`config.mk`:
```
export PLATFORM = sky130hd
export DESIGN_NAME = frac_tick_gen
export DESIGN_NICKNAME = d
export VERILOG_FILES = /design/src/rtl/frac_tick_pkg.sv /design/src/rtl/tick_regs.sv /design/src/rtl/tick_divider.sv /design/src/rtl/frac_tick_gen.sv
export SDC_FILE = /design/constraint.sdc
export NUM_CORES = 1
export LEC_CHECK = 0
export BUFFER_PORTS_ARGS = -buffer_cell sky130_fd_sc_hd__buf_2
export CAP_MARGIN = 25
export CORE_ASPECT_RATIO = 0.7
export CORE_MARGIN = 4
export CORE_UTILIZATION = 58
export DETAILED_ROUTE_END_ITERATION = 8
export GPL_TIMING_DRIVEN = 0
export PLACE_DENSITY = 0.76
export SLEW_MARGIN = 30
export SYNTH_ARGS = -nofsm -noshare
export SYNTH_HDL_FRONTEND = slang
export SYNTH_HIERARCHICAL = 1
export SYNTH_SLANG_ARGS = --single-unit
```
`constraint.sdc`:
```
create_clock -name clk -period 4.1 [get_ports clk]
set_clock_uncertainty 0.2 [all_clocks]
set_input_delay 0.82 -clock clk [delete_from_list [all_inputs] [get_ports clk]]
set_output_delay 0.82 -clock clk [all_outputs]
set_load 0.03 [all_outputs]
```
`src/rtl/frac_tick_pkg.sv`:
```
package frac_tick_pkg;

    localparam int DATA_W   = 16;
    localparam int ADDR_W   = 3;
    localparam int FRAC_W   = 4;
    localparam int FRAC_LSB = 4;
    localparam int NUM_CH   = 2;
    localparam int CH_SER   = 0;
    localparam int CH_IR    = 1;

    typedef enum logic [ADDR_W-1:0] {
        RG_SER_CNT  = 3'd0,
        RG_SER_FRAC = 3'd1,
        RG_IR_CNT   = 3'd2,
        RG_IR_FRAC  = 3'd3,
        RG_IR_CTRL  = 3'd4
    } reg_sel_e;

    typedef enum logic {
        DV_COUNT = 1'b0,
        DV_EXTRA = 1'b1
    } div_state_e;

endpackage

```
`src/rtl/tick_regs.sv`:
```
module tick_regs
    import frac_tick_pkg::*;
#(
    parameter int SER_CNT_W = 12,
    parameter int IR_CNT_W  = 4
) (
    input  logic                    clk,
    input  logic                    rst_n,
    input  logic                    reg_wr,
    input  logic [ADDR_W-1:0]       reg_addr,
    input  logic [DATA_W-1:0]       reg_wdata,
    output logic [SER_CNT_W-1:0]    ser_cnt,
    output logic [FRAC_W-1:0]       ser_frac,
    output logic [IR_CNT_W-1:0]     ir_cnt,
    output logic [FRAC_W-1:0]       ir_frac,
    output logic                    pw_sel,
    output logic                    err_clr,
    output logic [NUM_CH-1:0]       restart
);

    localparam logic [IR_CNT_W-1:0] IR_CNT_RST = IR_CNT_W'(1);

    logic [IR_CNT_W-1:0] ir_cnt_field;
    logic                ir_cnt_ok;
    logic                unused_wdata;

    assign ir_cnt_field = reg_wdata[IR_CNT_W-1:0];
    assign ir_cnt_ok    = (ir_cnt_field != '0);
    assign unused_wdata = ^reg_wdata;

    always_comb begin
        restart = '0;
        if (reg_wr) begin
            case (reg_addr)
                RG_SER_CNT,
                RG_SER_FRAC: restart[CH_SER] = 1'b1;
                RG_IR_CNT:   restart[CH_IR]  = ir_cnt_ok;
                RG_IR_FRAC:  restart[CH_IR]  = 1'b1;
                default:     restart         = '0;
            endcase
        end
    end

    always_ff @(posedge clk or negedge rst_n) begin
        if (!rst_n) begin
            ser_cnt  <= '0;
            ser_frac <= '0;
            ir_cnt   <= IR_CNT_RST;
            ir_frac  <= '0;
            pw_sel   <= 1'b0;
            err_clr  <= 1'b0;
        end else begin
            err_clr <= 1'b0;
            if (reg_wr) begin
                case (reg_addr)
                    RG_SER_CNT:  ser_cnt  <= reg_wdata[SER_CNT_W-1:0];
                    RG_SER_FRAC: ser_frac <= reg_wdata[FRAC_LSB +: FRAC_W];
                    RG_IR_CNT:   if (ir_cnt_ok) ir_cnt <= ir_cnt_field;
                    RG_IR_FRAC:  ir_frac  <= reg_wdata[FRAC_LSB +: FRAC_W];
                    RG_IR_CTRL: begin
                        pw_sel  <= reg_wdata[1];
                        err_clr <= reg_wdata[0];
                    end
                    default: ;
                endcase
            end
        end
    end

endmodule

```
`src/rtl/tick_divider.sv`:
```
module tick_divider
    import frac_tick_pkg::*;
#(
    parameter int PER_W = 17
) (
    input  logic              clk,
    input  logic              rst_n,
    input  logic              restart,
    input  logic [PER_W-1:0]  period,
    input  logic [FRAC_W-1:0] frac,
    output logic              tick
);

    div_state_e          state_q, state_d;
    logic [PER_W-1:0]    cnt_q;
    logic [FRAC_W-1:0]   acc_q;
    logic                stretch_q;
    logic                last_cnt;
    logic                period_done;
    logic [FRAC_W:0]     acc_sum;

    assign last_cnt = (cnt_q == period - PER_W'(1));
    assign acc_sum  = {1'b0, acc_q} + {1'b0, frac};

    // next state
    always_comb begin
        state_d     = state_q;
        period_done = 1'b0;
        unique case (state_q)
            DV_COUNT: begin
                if (last_cnt) begin
                    if (stretch_q) state_d = DV_EXTRA;
                    else           period_done = 1'b1;
                end
            end
            DV_EXTRA: begin
                state_d     = DV_COUNT;
                period_done = 1'b1;
            end
        endcase
        if (restart) state_d = DV_COUNT;
    end

    // state register
    always_ff @(posedge clk or negedge rst_n) begin
        if (!rst_n) state_q <= DV_COUNT;
        else        state_q <= state_d;
    end

    // counter, accumulator and tick
    always_ff @(posedge clk or negedge rst_n) begin
        if (!rst_n) begin
            cnt_q     <= '0;
            acc_q     <= '0;
            stretch_q <= 1'b0;
            tick      <= 1'b0;
        end else if (restart) begin
            cnt_q     <= '0;
            acc_q     <= '0;
            stretch_q <= 1'b0;
            tick      <= 1'b0;
        end else begin
            tick <= period_done;
            if (period_done) begin
                cnt_q              <= '0;
                {stretch_q, acc_q} <= acc_sum;
            end else if (state_q == DV_COUNT && !last_cnt) begin
                cnt_q <= cnt_q + PER_W'(1);
            end else begin
                cnt_q <= '0;
            end
        end
    end

endmodule

```
`src/rtl/frac_tick_gen.sv`:
```
module frac_tick_gen
    import frac_tick_pkg::*;
#(
    parameter int SER_CNT_W = 12,
    parameter int IR_CNT_W  = 4
) (
    input  logic              clk,
    input  logic              rst_n,
    input  logic              reg_wr,
    input  logic [2:0]        reg_addr,
    input  logic [15:0]       reg_wdata,
    output logic              ser_tick,
    output logic              ir_tick,
    output logic              ir_pw_sel,
    output logic              ir_err_clr
);

    localparam int PER_W = SER_CNT_W + 5;

    logic [SER_CNT_W-1:0] ser_cnt_w;
    logic [IR_CNT_W-1:0]  ir_cnt_w;
    logic [FRAC_W-1:0]    frac_w  [NUM_CH];
    logic [PER_W-1:0]     base_w  [NUM_CH];
    logic [NUM_CH-1:0]    restart_w;
    logic [NUM_CH-1:0]    tick_w;

    tick_regs #(
        .SER_CNT_W (SER_CNT_W),
        .IR_CNT_W  (IR_CNT_W)
    ) u_regs (
        .clk       (clk),
        .rst_n     (rst_n),
        .reg_wr    (reg_wr),
        .reg_addr  (reg_addr),
        .reg_wdata (reg_wdata),
        .ser_cnt   (ser_cnt_w),
        .ser_frac  (frac_w[CH_SER]),
        .ir_cnt    (ir_cnt_w),
        .ir_frac   (frac_w[CH_IR]),
        .pw_sel    (ir_pw_sel),
        .err_clr   (ir_err_clr),
        .restart   (restart_w)
    );

    assign base_w[CH_SER] = (PER_W'(ser_cnt_w) + PER_W'(1)) << 4;
    assign base_w[CH_IR]  = PER_W'(ir_cnt_w) + PER_W'(1);

    for (genvar g = 0; g < NUM_CH; g++) begin : g_ch
        tick_divider #(.PER_W(PER_W)) u_div (
            .clk     (clk),
            .rst_n   (rst_n),
            .restart (restart_w[g]),
            .period  (base_w[g]),
            .frac    (frac_w[g]),
            .tick    (tick_w[g])
        );
    end

    assign ser_tick = tick_w[CH_SER];
    assign ir_tick  = tick_w[CH_IR];

endmodule

```
Word-level counts from Yosys, hierarchy flattened
Cells that the tools add are included.
- divide/modulo/power cells: 0
- shifts and indexed selects: 0
- add/subtract/negate cells: 8
- $lt $le $gt $ge: 0
- multiply operators: 0
- bitwise operators: 2
- reductions and logical operators: 14
- mux-type cells: 35
- equality and inequality tests: 6
- operators by type and width (operator ; number):
    2-to-1 mux 17 bit ; 6
    adder 17 x 1 -> 17 bit, second input constant ; 2
    == test 17 bit ; 2
    2-to-1 mux 1 bit ; 19
    subtractor 17 x 1 -> 17 bit, second input constant ; 1
    2-to-1 mux 4 bit ; 4
    adder 12 x 1 -> 13 bit, second input constant ; 1
    adder 4 x 4 -> 5 bit ; 2
    case mux 1 bit (2 select lines) ; 5
    AND reduction 2 bit ; 4
    == test 3 x 2 -> 1 bit, second input constant ; 2
    subtractor 5 x 1 -> 6 bit, second input constant ; 1
    adder 4 x 1 -> 5 bit, second input constant ; 1
    nonzero test 2 bit ; 2
    nonzero test 4 bit ; 1
    == test 3 x 1 -> 1 bit, second input constant ; 1
    == test 3 bit, second input constant ; 1
    logical NOT 3 bit ; 1
    AND reduction 3 bit ; 1
    logical AND 1 bit ; 2
    logical NOT 1 bit ; 2
    2-to-1 mux 2 bit ; 1
    NOT 1 bit ; 2
    OR reduction 2 bit ; 1
- memories: 0
- latch bits: 0
- memory bits (writable): 0
- word-level logic and storage cells: 81
- output and inout port bits: 4
- flip-flop bits (word level): 74
- input port bits: 22
- bits in read-only memories: 0

Logic depth before layout (Yosys ltp)
Gate-level depths: netlist of run 1.
- depth after elaboration: 8
- mapped depth: 12
- mapped depth without buffers: 10

Hierarchy
Netlist of run 1, hierarchy kept.
- by module, submodules not included (module ; cells each ; area each (µm²) ; sequential area each (µm²) ; times used):
    tick_divider ; 202 ; 1978.1 ; 600.6 ; 2
    tick_regs ; 68 ; 1073.5 ; 651.9 ; 1
    frac_tick_gen ; 39 ; 257.7 ; 0.0 ; 1

Least setup slack after synthesis of run 1
No wires, ideal clock.
- kind: register to register
- start point: register u_regs.ser_cnt[0]
- end point: register g_ch[0].u_div.cnt_q[10]
- cell stages (with the launch flop): 13
- path slack: 815 ps
- clock period less this slack: 3285 ps
- data required time: 3758 ps
- library setup time: 142 ps
- path buffers: 2
- data arrival time: 2943 ps
- cell sequence: dfrtp_1 -> ha_1 -> nand2_1 -> nor2_1 -> xor2_1 -> or2_4 -> or4_4 -> or4_4 -> a221oi_4 -> and4_1 -> buf_6 -> buf_12 -> nor3_2
- RTL lines (element ; RTL line ; source):
    start, declared ; tick_regs.sv:12 ; output logic [SER_CNT_W-1:0] ser_cnt,
    start signal, assigned ; tick_regs.sv:56 ; RG_SER_CNT: ser_cnt <= reg_wdata[SER_CNT_W-1:0];
    end signal, assigned ; tick_divider.sv:68 ; cnt_q <= cnt_q + PER_W'(1);
    end, declared ; tick_divider.sv:15 ; logic [PER_W-1:0] cnt_q;

==> metrics.yaml, run 1 <==
logic_synthesis:
  netlist.area_leader.share_pct: 34.55
  yosysWarnings: 6
  synthCells: 511
  yosysTopAreaCell: "dfrtp_1"
  synth.most_common_cell: "dfrtp_1"
  synth_edf_count: 0
  ys_ff_latch: 74
  synth_area_um2: 5288
  synthDistinctLibCells: 64
  syn_area_per_cell_um2: 10.35
  yosysSeqAreaShare_pct: 35.04
  synth_area_leaders: "dfrtp_1, xor2_1, xnor2_1, mux2_2, nor3_2"
  async_flop_share_pct: 100.0
  synth_commonest_cells: "dfrtp_1, xor2_1, xnor2_1"
  synth_flop_cell: "dfrtp_1"
clocking:
  cts_max_level: 3
  clkTransAtPathRegs_ns: 0.06
  cts_setup_buffers: 0
  cts_root_buf: "clkbuf_16"
  cts_buffer_depth: 2
  cts_buffers: 9
  hold_buffers: 0
  clk_latency_ns: 0.33
  ctsResizeCount: 0
  cts_sinks: 74
  cts_tree: "built"
grt:
  top_usage_layer: "met1"
  globalRoute.totalOverflow: 0
  grtUsageMet1_pct: 36.33
  grt_pass1_vias: 3992
  grt_pass1_wl_um: 19790
  grt_use_total_pct: 23.51
  grt_start_max_net_pins: 43
  use_met3_pct: 4.906
  antenna_found_initial: 0
  use_met2_pct: 34.42
setup_path:
  cp-end-kind: "flop"
  reg2reg_depth: 11
  critPathMaxFanout: 10
  cp.arrival_ns: 3.71
  crit_path_frequent_cell: "ha_1"
  slowest_delay_ns: 0.58
  cp.required_ns: 4.09
  start_kind: "flop"
  slowest_stage: "or4_4"
  crit_type: "reg2reg"
  path_cells: "ha_1, inv_1, ha_1, nor3b_1, nand3_1, or4_4, a221oi_4, and4_1, buf_6, buf_12, nor3_2"
drt:
  drt-initial-drc-count: 199
  wirelength_um: 11460
  drc: 0
  vias: 4096
  drtAntennaViolNets: 0
  routedWlPerCell_um: 15.32
  vias_per_cell: 5.476
  first_pass_iters: 5
placed_design:
  dp_hpwl_um: 8886
  post_dp_cell_area_um2: 5862
  globalplace.congestion: 0.8412
  dp_slack_ns: 0.3968
  port_buffers: 21
die:
  ios: 26
  die_area_um2: 10730
  die_w_um: 122.1
  initial_core_util_pct: 61.10
  design.core.area_um2: 8653
  rows: 28
  die_height_um: 87.89
run:
  maxCapViolCount: 0
hold_path:
  hold_class: "in2async"
timing:
  maxSlewHeadroom_pct: 52.23
  whs_ns: 0.2334
  fin_ws_ns: 0.3784
  fmax_ghz: 0.2687
  setup_violations: 0
  period_minus_slack_ns: 3.722
  slew_violations: 0
  hold_viol_final: 0
  fin_tns_setup_ns: 0
  tightest_slew_ns: 0.7100
  finalCritPeriodShare_pct: 90.77
  rsz0062_at_grt: "false"
cells_and_area:
  fin_nets: 661
  fillers: 661
  stdcell_area_um2: 6176
  area.growth.synth_to_final_pct: 16.80
  antennaDiodeCount: 0
  drive_above_1_share_pct: 20.86
  seq_area_um2: 1853
  multi_input_area_um2: 3556
power_and_ir_drop:
  p_leak_nw: 2.722
  cellPowerDensity_nw_per_um2: 398.0
  finalPower_mw: 2.458
  ir_drop_v: 0.0003964
run_status:
  run_status: "finished, final reports clean"
-- layer usage --
layer  share of wire, %  vias to the layer above
li1                   -                     2019
met3                5.2                        9
met4               0.54                        0
met2                 42                      111
met1                 52                     1957
met5                  0                        -
-- cell type report --
type                    count  share of cell area (%)
repair buffers             22                   2.066
inverters                  13                  0.7901
plain buffers              18                   2.046
clock buffers              11                   4.092
well taps                 120                   2.431
clock inverters             5                  0.9927
multi-input cells         485                   57.58
flip-flops and latches     74                   30.00
-- final timing paths --
| kind | startpoint | end | slack [ns] |
|---|---|---|---|
| worst max-delay path | u_regs/ir_cnt[0]$_DFFE_PN1P_ | g_ch[1].u_div/cnt_q[13]$_DFF_PN0_ | 0.38 |
| worst min-delay path | rst_n | g_ch[1].u_div/acc_q[1]$_DFFE_PN0P_ | 0.23 |
| worst max register to register | u_regs/ir_cnt[0]$_DFFE_PN1P_ | g_ch[1].u_div/cnt_q[13]$_DFF_PN0_ | 0.38 |
| worst min register to register | u_regs/pw_sel$_DFFE_PN0P_ | u_regs/pw_sel$_DFFE_PN0P_ | 0.32 |
| max in group asynchronous | rst_n | g_ch[0].u_div/cnt_q[5]$_DFF_PN0_ | 2.90 |
| min in group clk | u_regs/pw_sel$_DFFE_PN0P_ | u_regs/pw_sel$_DFFE_PN0P_ | 0.32 |
-- stage by stage --
step	cells	util, %
3_3_place_gp	731	67.48
6_report	748	71.37
5_1_grt	748	71.37
4_1_cts	748	71.37
3_5_place_dp	732	67.74
2_1_floorplan	590	-
-- registers in the layout, summed over array words and instances, names as in the netlist --
register and cells:
u_regs/pw_sel 1, g_ch.u_div/tick 2, u_regs/err_clr 1, u_regs/ser_frac 4, g_ch.u_div/state_q 2, g_ch.u_div/cnt_q 34, u_regs/ser_cnt 12, g_ch.u_div/stretch_q 2
g_ch.u_div/acc_q 8, u_regs/ir_frac 4, u_regs/ir_cnt 4
-- critical path, delay by kind of cell (launching register included) --
| family | cells | cell delay (ns) |
|---|---|---|
| flops | 1 | 0.56 |
| buf+inv | 3 | 0.37 |
| compound gates | 1 | 0.38 |
| fa+ha+maj | 2 | 0.45 |
| simple gates | 5 | 1.60 |
-- power by group --
group	total (mW)	switching, mW	internal, mW	leakage [nW]
Sequential	0.949	0.121	0.828	0.969
Clock	0.810	0.304	0.506	0.144
Combinational	0.699	0.396	0.303	1.61
-- cell usage in the layout (no fill, tap or decap), types with 4 or more instances in the layout --
master     Yosys  layout
nand4_1        9       9
inv_1         13      13
ha_1          14      14
or4_1          4       4
xnor2_1       40      40
nor2b_1        4       4
clkbuf_16      0       9
buf_2          0      20
dfrtp_1       73      73
a21oi_1        4       4
a22o_1         4       4
conb_1         1      80
or4_4          6       6
nand2b_1      10      10
nor4_2         6       6
nor2_1        26      26
nand3_1       32      32
nor3_2        20      20
nor4_1        10      10
o31ai_1        6       6
xor2_1        46      46
nor3b_1        6       6
or2_2          6       6
a21o_1         6       6
clkbuf_1      10      10
mux2i_1        4       4
nand3b_1       4       4
nor3_1        34      34
nand2_1       21      21
mux2_2        27      27
-- cells by family (layout without fill, tap and decap cells) --
logic type | count (synthesis) | count (layout) | synth area share (%)
DFF | 74 | 74 | 35.05
AOI/OAI and AO/OA | 51 | 51 | 9.347
other | 1 | 80 | 0.07092
muxes | 31 | 31 | 6.507
and+or+nand+nor | 221 | 221 | 27.40
buffers and inverters | 31 | 69 | 3.313
xor gates and xnor gates | 86 | 86 | 14.25
adders and majority gates | 16 | 16 | 4.070
No activity file was read; power rests on OpenSTA's default activity.
==> inputs of run 2 (changes only) <==
ABC_AREA = 1   (was not set)
clock period = 3.8 ns   (was 4.1 ns; I/O delays follow)
==> metrics.yaml, run 2 <==
drt:
  vias_per_cell: 5.109  # -6.7%
  vias: 4961  # +21%
  drc: 0  # unchanged
  drtAntennaViolNets: 0  # unchanged
  wirelength_um: 12160  # +6.1%
  drt-initial-drc-count: 326  # +64%
  first_pass_iters: 5  # unchanged
  routedWlPerCell_um: 12.53  # -18%
logic_synthesis:
  synthDistinctLibCells: 38  # -41%
  yosys.area_share.xor_xnor_pct: 10.30  # -3.9 points
  synth_area_um2: 5443  # +2.9%
  synth_edf_count: 0  # unchanged
  yosysWarnings: 6  # unchanged
  synth.most_common_cell: "nand2_1"
  synthAdderAreaFrac_pct: 3.954  # -0.12 points
  synth_top_family_by_area: "simple AND/OR/NAND/NOR gates"
  synthMuxAreaShare_pct: 0  # -6.5 points
  async_flop_share_pct: 100.0  # unchanged
  synth-simple-area-share_pct: 41.15  # +14 points
  syn_area_per_cell_um2: 7.161  # -31%
  synth_commonest_cells: "nand2_1, nor2_1, dfrtp_1"
  synthCells: 760  # +49%
  yosysSeqAreaShare_pct: 34.05  # -1.0 points
  ys_ff_latch: 74  # unchanged
  yosysTopAreaCell: "dfrtp_1"
  synth_flop_cell: "dfrtp_1"
  synth_area_leaders: "dfrtp_1, nand2_1, nor2_1, xor2_1, nand3_1"
  netlist.area_leader.share_pct: 33.56  # -0.98 points
  synth-compound-area-share_pct: 3.770  # -5.6 points
grt:
  use_met3_pct: 4.807  # -0.099 points
  grt_use_total_pct: 24.37  # +0.86 points
  use_met2_pct: 38.16  # +3.7 points
  grtUsageMet1_pct: 34.99  # -1.3 points
  grt_pass1_vias: 4620  # +16%
  antenna_found_initial: 0  # unchanged
  grt_start_max_net_pins: 52  # +21%
  globalRoute.totalOverflow: 0  # unchanged
  top_usage_layer: "met2"
  grt_pass1_wl_um: 21120  # +6.7%
power_and_ir_drop:
  ir_drop_v: 0.0002711  # -32%
  p_leak_nw: 3.185  # +17%
  cellPowerDensity_nw_per_um2: 410.8  # +3.2%
clocking:
  cts_max_level: 3  # unchanged
  ctsResizeCount: 0  # unchanged
  cts_buffers: 9  # unchanged
  cts_setup_buffers: 0  # unchanged
  cts_root_buf: "clkbuf_16"
  cts_buffer_depth: 2  # unchanged
  clk_latency_ns: 0.33  # about the same
  cts_sinks: 74  # unchanged
  cts_tree: "built"
  clkTransAtPathRegs_ns: 0.06  # about the same
  hold_buffers: 0  # unchanged
setup_path:
  crit_type: "reg2reg"
  critPathMaxFanout: 10  # unchanged
  cp.required_ns: 3.82  # -0.27 ns
  cp-end-kind: "flop"
  start_kind: "flop"
  cp.arrival_ns: 3.09  # -0.62 ns
cells_and_area:
  layout_commonest_cell: "nand2_1"
  area.growth.synth_to_final_pct: 13.84
  fin_cells: 971  # +30%
  largest_reg_flops: 34  # unchanged
  final_cell_mix: "nand2_1, nor2_1, dfrtp_1"
  drive_above_1_share_pct: 9.445  # -11 points
  antennaDiodeCount: 0  # unchanged
  top_register: "g_ch.u_div/cnt_q"
  fin_nets: 880  # +33%
  top_regs: "g_ch.u_div/cnt_q: 34 flops, u_regs/ser_cnt: 12 flops, g_ch.u_div/acc_q: 8 flops"
timing:
  fin_tns_setup_ns: 0  # unchanged
  hold_viol_final: 0  # unchanged
  finalCritPeriodShare_pct: 80.88  # -9.9 points
  period_minus_slack_ns: 3.074  # -0.6480 ns
  setup_violations: 0  # unchanged
  fmax_ghz: 0.3254  # +21%
  rsz0062_at_grt: "false"
  fin_ws_ns: 0.7265  # +0.3480 ns
  slew_violations: 0  # unchanged
die:
  ios: 26  # unchanged
  initial_core_util_pct: 59.76  # -1.3 points
  design.core.area_um2: 9107  # +5.2%
  die_height_um: 89.05  # +1.3%
  rows: 29  # +3.6%
  die_area_um2: 11020  # +2.7%
  die_w_um: 123.8  # +1.4%
placed_design:
  dpl.cell_count: 955  # +30%
  port_buffers: 20  # -4.8%
  globalplace.congestion: 0.9059  # +7.7%
  dp_hpwl_um: 9525  # +7.2%
  dp_slack_ns: 0.7690  # +0.3723 ns
run_status:
  run_status: "finished, final reports clean"
hold_path:
  hold_class: "in2async"
run:
  maxCapViolCount: 0  # unchanged
[run 2: changes by cell type after synthesis, sizes merged, moves of 16 or more]
cell / delta
nand2: +216
xnor2: -24
nor4: -16
nor3: -45
inv: +61
nand3: +36
nor2: +105
mux2: -27
[run 2: area by class of cell]
cell class	count	area (um2)
tap	124	155.1
clock buffer	11	242.7
clock inverter	5	37.54
timing repair buffer	21	130.1
inverter	76	290.3
sequential	74	1853
fill	782	2912
multi-input combinational	653	3412
buffer	7	75.07
[run 2: worst paths after layout]
kind,startpoint,to,slack [ns],cells past startpoint
setup / recovery,u_regs/ser_cnt[1]$_DFFE_PN0P_,g_ch[0].u_div/cnt_q[6]$_DFF_PN0_,0.73,17
hold / removal,rst_n,g_ch[1].u_div/cnt_q[12]$_DFF_PN0_,0.13,1
setup reg to reg,u_regs/ser_cnt[1]$_DFFE_PN0P_,g_ch[0].u_div/cnt_q[6]$_DFF_PN0_,0.73,17
hold reg to reg,u_regs/ir_cnt[0]$_DFFE_PN1P_,u_regs/ir_cnt[0]$_DFFE_PN1P_,0.28,2
max in group asynchronous,rst_n,u_regs/ir_cnt[0]$_DFFE_PN1P_,2.66,2
min in group clk,u_regs/ir_cnt[0]$_DFFE_PN1P_,u_regs/ir_cnt[0]$_DFFE_PN1P_,0.28,2
[run 2: layer usage]
layer  wire length, um  part of all wire, %
met1              6133                   50
met2              5196                   43
met3               717                  5.9
met4               116                 0.95
met5                 0                    0
[run 2: report_power, final]
part	internal, mW	switching, mW
logic	0.285	0.455
clock network	0.462	0.335
registers	0.889	0.118
total	1.64	0.909
[run 2: logic make-up (layout without fill, tap and decap cells)]
kind of cell | Yosys count | after routing
xor+xnor | 64 | 64
fa+ha+maj | 16 | 16
flops | 74 | 74
compound gates | 31 | 31
other cells | 1 | 51
buf+inv | 83 | 120
simple gates | 491 | 491
[run 2: metrics by stage]
stage                     area [um2]  power [mW]  hold WS (ns)  util, %
after floorplan                 5630       1.574        0.2418        -
after global placement          5886       1.712        0.2596    64.62
after detailed placement        5916       1.743        0.2739    64.95
after CTS                       6196       2.548        0.1385    68.03
after global routing            6196       2.733        0.1469    68.03
final                           6196       2.545        0.1283    68.03
[run 2: worst max-delay path, stage by stage, from the launching register on]
cell and delay (ns):
dfrtp_1 0.42, ha_1 0.23, nand3_2 0.12, nor2_4 0.18, xor2_1 0.16, nor2_1 0.23, nand2_1 0.12, nor2_1 0.17
nand2_1 0.06, nand2_1 0.08, nand2_1 0.07, nor2_1 0.10, nand3_1 0.12, o21bai_4 0.23, nor2_2 0.09, inv_2 0.15
buf_6 0.16, nor2_1 0.05
==> inputs of run 3 (changes only) <==
ABC_AREA = 0   (was 1)
clock period = 3.15 ns   (was 3.8 ns; I/O delays follow)
==> metrics.yaml, run 3 (synthesis gave the netlist of run 1 again) <==
run_status:
  run_status: "complete, but fails checks"
  violations: "negative setup slack"
cells_and_area:
  drive_above_1_share_pct: 32.28  # +23 points
  top_register: "g_ch.u_div/cnt_q"
  stdcell_area_um2: 7002  # +13%
  fillers: 495  # -37%
  post-route-util_pct: 80.91  # +13 points
  area.growth.synth_to_final_pct: 32.42
  layout_commonest_cell: "conb_1"
  final_cell_mix: "conb_1, dfrtp_1, xor2_1"
  largest_reg_flops: 34  # unchanged
  fin_nets: 696  # -21%
  antennaDiodeCount: 0  # unchanged
  top_regs: "g_ch.u_div/cnt_q: 34 flops, u_regs/ser_cnt: 12 flops, g_ch.u_div/acc_q: 8 flops"
setup_path:
  cp.arrival_ns: 3.49  # +0.40 ns
  cp-end-kind: "flop"
  start_kind: "flop"
  path_cells: "ha_4, xor2_2, or4_4, nor4_4, mux2_2, o211ai_4, and4_1, buf_6, buf_6, buf_12, nor3_4"
  cp.required_ns: 3.14  # -0.68 ns
  slowest_delay_ns: 0.57  # +0.15 ns
  crit_type: "reg2reg"
  crit_path_frequent_cell: "buf_6"
  critPathMaxFanout: 7  # -3
  slowest_stage: "or4_4"
timing:
  fin_ws_ns: -0.3479  # -1.074 ns
  fmax_ghz: 0.2859  # -12%
  rsz0062_at_grt: "true"
  tightest_slew_ns: 1.034
  period_minus_slack_ns: 3.498  # +0.4243 ns
  hold_viol_final: 0  # unchanged
  slew_violations: 0  # unchanged
  finalCritPeriodShare_pct: 111.0  # +30 points
  maxSlewHeadroom_pct: 31.03
  setup_violations: 42  # +42
power_and_ir_drop:
  pwr-share-comb_pct: 35.0  # +5.9 points
  p_seq_share_pct: 35.5  # -4.1 points
  p_int_mw: 2.257  # +38%
  cellPowerDensity_nw_per_um2: 507.7  # +24%
  swShare_pct: 36.52  # +0.82 points
  power.net_switching_mw: 1.298  # +43%
  power_frac_clock_pct: 29.5  # -1.8 points
  p_leak_nw: 2.940  # -7.7%
  ir_drop_v: 0.0005208  # +92%
clocking:
  clkTransAtPathRegs_ns: 0.06  # about the same
  cts_sinks: 74  # unchanged
  cts_max_level: 3  # unchanged
  cts_root_buf: "clkbuf_16"
  clk_latency_ns: 0.35  # +0.02 ns
  hold_buffers: 0  # unchanged
  cts_buffer_depth: 2  # unchanged
  cts_tree: "built"
  cts_buffers: 9  # unchanged
grt:
  grt_pass1_vias: 4553  # -1.5%
  grt_pass1_wl_um: 23030  # +9.1%
  grt_use_total_pct: 28.00  # +3.6 points
  grt_start_max_net_pins: 50  # -3.8%
  globalRoute.totalOverflow: 0  # unchanged
  antenna_found_initial: 0  # unchanged
drt:
  drtAntennaViolNets: 0  # unchanged
  vias_per_cell: 6.236  # +22%
  vias: 4883  # -1.6%
  routedWlPerCell_um: 20.84  # +66%
  first_pass_iters: 7  # +2
  drt-initial-drc-count: 618  # +90%
  wirelength_um: 16320  # +34%
  drc: 0  # unchanged
placed_design:
  port_buffers: 21  # +5.0%
  post_dp_cell_area_um2: 5904  # -0.19%
  globalplace.congestion: 0.8341  # -7.9%
  dp_hpwl_um: 9389  # -1.4%
die:
  rows: 28  # -3.4%
  die_height_um: 87.89  # -1.3%
  initial_core_util_pct: 61.10  # +1.3 points
  ios: 26  # unchanged
  die_w_um: 122.1  # -1.3%
  design.core.area_um2: 8653  # -5.0%
  die_area_um2: 10730  # -2.6%
hold_path:
  hold_class: "in2async"
run:
  maxCapViolCount: 0  # unchanged
run 3: cell types whose count changed in the layout (fill, tap and decap cells not counted), sizes merged, moves of 16 or more:
cell	delta
nand2	-216
nor4	+16
nor2	-105
mux2	+27
nor3	+45
inv	-62
xnor2	+24
nand3	-36
conb	+29
buf	+38
run 3: area by class of cell:
| class | instances | area (um2) | area share, % |
|---|---|---|---|
| Multi-Input combinational cell | 485 | 4008 | 57.24 |
| Buffer | 18 | 126.4 | 1.805 |
| Inverter | 13 | 51.30 | 0.7327 |
| Clock inverter | 4 | 51.30 | 0.7327 |
| Sequential cell | 74 | 1861 | 26.57 |
| Clock buffer | 12 | 246.5 | 3.520 |
| Timing Repair Buffer | 57 | 508.0 | 7.255 |
| Tap cell | 120 | 150.1 | 2.144 |
run 3: final timing paths:
path	slack, ns	cells after the start	startpoint	to
worst min-delay path	0.009	1	rst_n	g_ch[0].u_div/state_q$_DFF_PN0_
max in group asynchronous	2.11	2	rst_n	u_regs/ir_cnt[0]$_DFFE_PN1P_
worst min register to register	0.32	1	u_regs/ser_frac[0]$_DFFE_PN0P_	u_regs/ser_frac[0]$_DFFE_PN0P_
worst max-delay path	-0.35	11	u_regs/ser_cnt[0]$_DFFE_PN0P_	g_ch[0].u_div/cnt_q[7]$_DFF_PN0_
worst max register to register	-0.35	11	u_regs/ser_cnt[0]$_DFFE_PN0P_	g_ch[0].u_div/cnt_q[7]$_DFF_PN0_
min in group clk	0.32	1	u_regs/ser_frac[0]$_DFFE_PN0P_	u_regs/ser_frac[0]$_DFFE_PN0P_
run 3: through the flow:
stage	setup TNS, ns	setup slack, ns	power, mW	hold WS, ns	instances
3_5_place_dp	-13.81	-0.4280	2.168	0.3079	732
5_1_grt	-12.33	-0.4408	3.701	0.02575	783
4_1_cts	-3.278	-0.1916	3.393	0.01363	778
6_report	-8.065	-0.3479	3.555	0.008545	783
3_3_place_gp	-8.467	-0.2808	2.109	0.2904	731
2_1_floorplan	0	0.005144	1.944	0.1344	590
run 3: power by group through the flow:
stage / Combinational [mW] / Clock [mW] / Sequential [mW]
floorplan: 0.727 / 0 / 1.22
global placement: 0.864 / 0 / 1.24
detailed placement: 0.915 / 0 / 1.25
CTS: 1.10 / 1.05 / 1.24
global route: 1.32 / 1.10 / 1.28
finish: 1.24 / 1.05 / 1.26
run 3: metal layers:
layer	share of wire, %	track usage [%]	vias to the layer above	wire length, um
met2	45	43.74	341	7297
met3	10	6.391	101	1663
met1	40	38.12	2351	6504
li1	-	-	2090	-
met5	0	0	-	0
met4	5.2	11.48	0	855
run 3: what timing repair did:
action                                  CTS  global route
buffers inserted                         29             6
hold endpoints to repair                  0             0
gates resized for setup                  54            41
pin swaps                                31            25
endpoints found under the setup margin   48            48
gates cloned                              2             0
run 3: critical path, delay by kind of cell, from the launching register on:
| family | cells | cell delay (ns) |
|---|---|---|
| XOR/XNOR | 1 | 0.21 |
| multiplexers | 1 | 0.41 |
| buffers and inverters | 3 | 0.36 |
| AO/OA/AOI/OAI | 1 | 0.21 |
| adder cells (fa/ha/maj) | 1 | 0.22 |
| AND/OR/NAND/NOR | 4 | 1.28 |
| flip-flops | 1 | 0.45 |
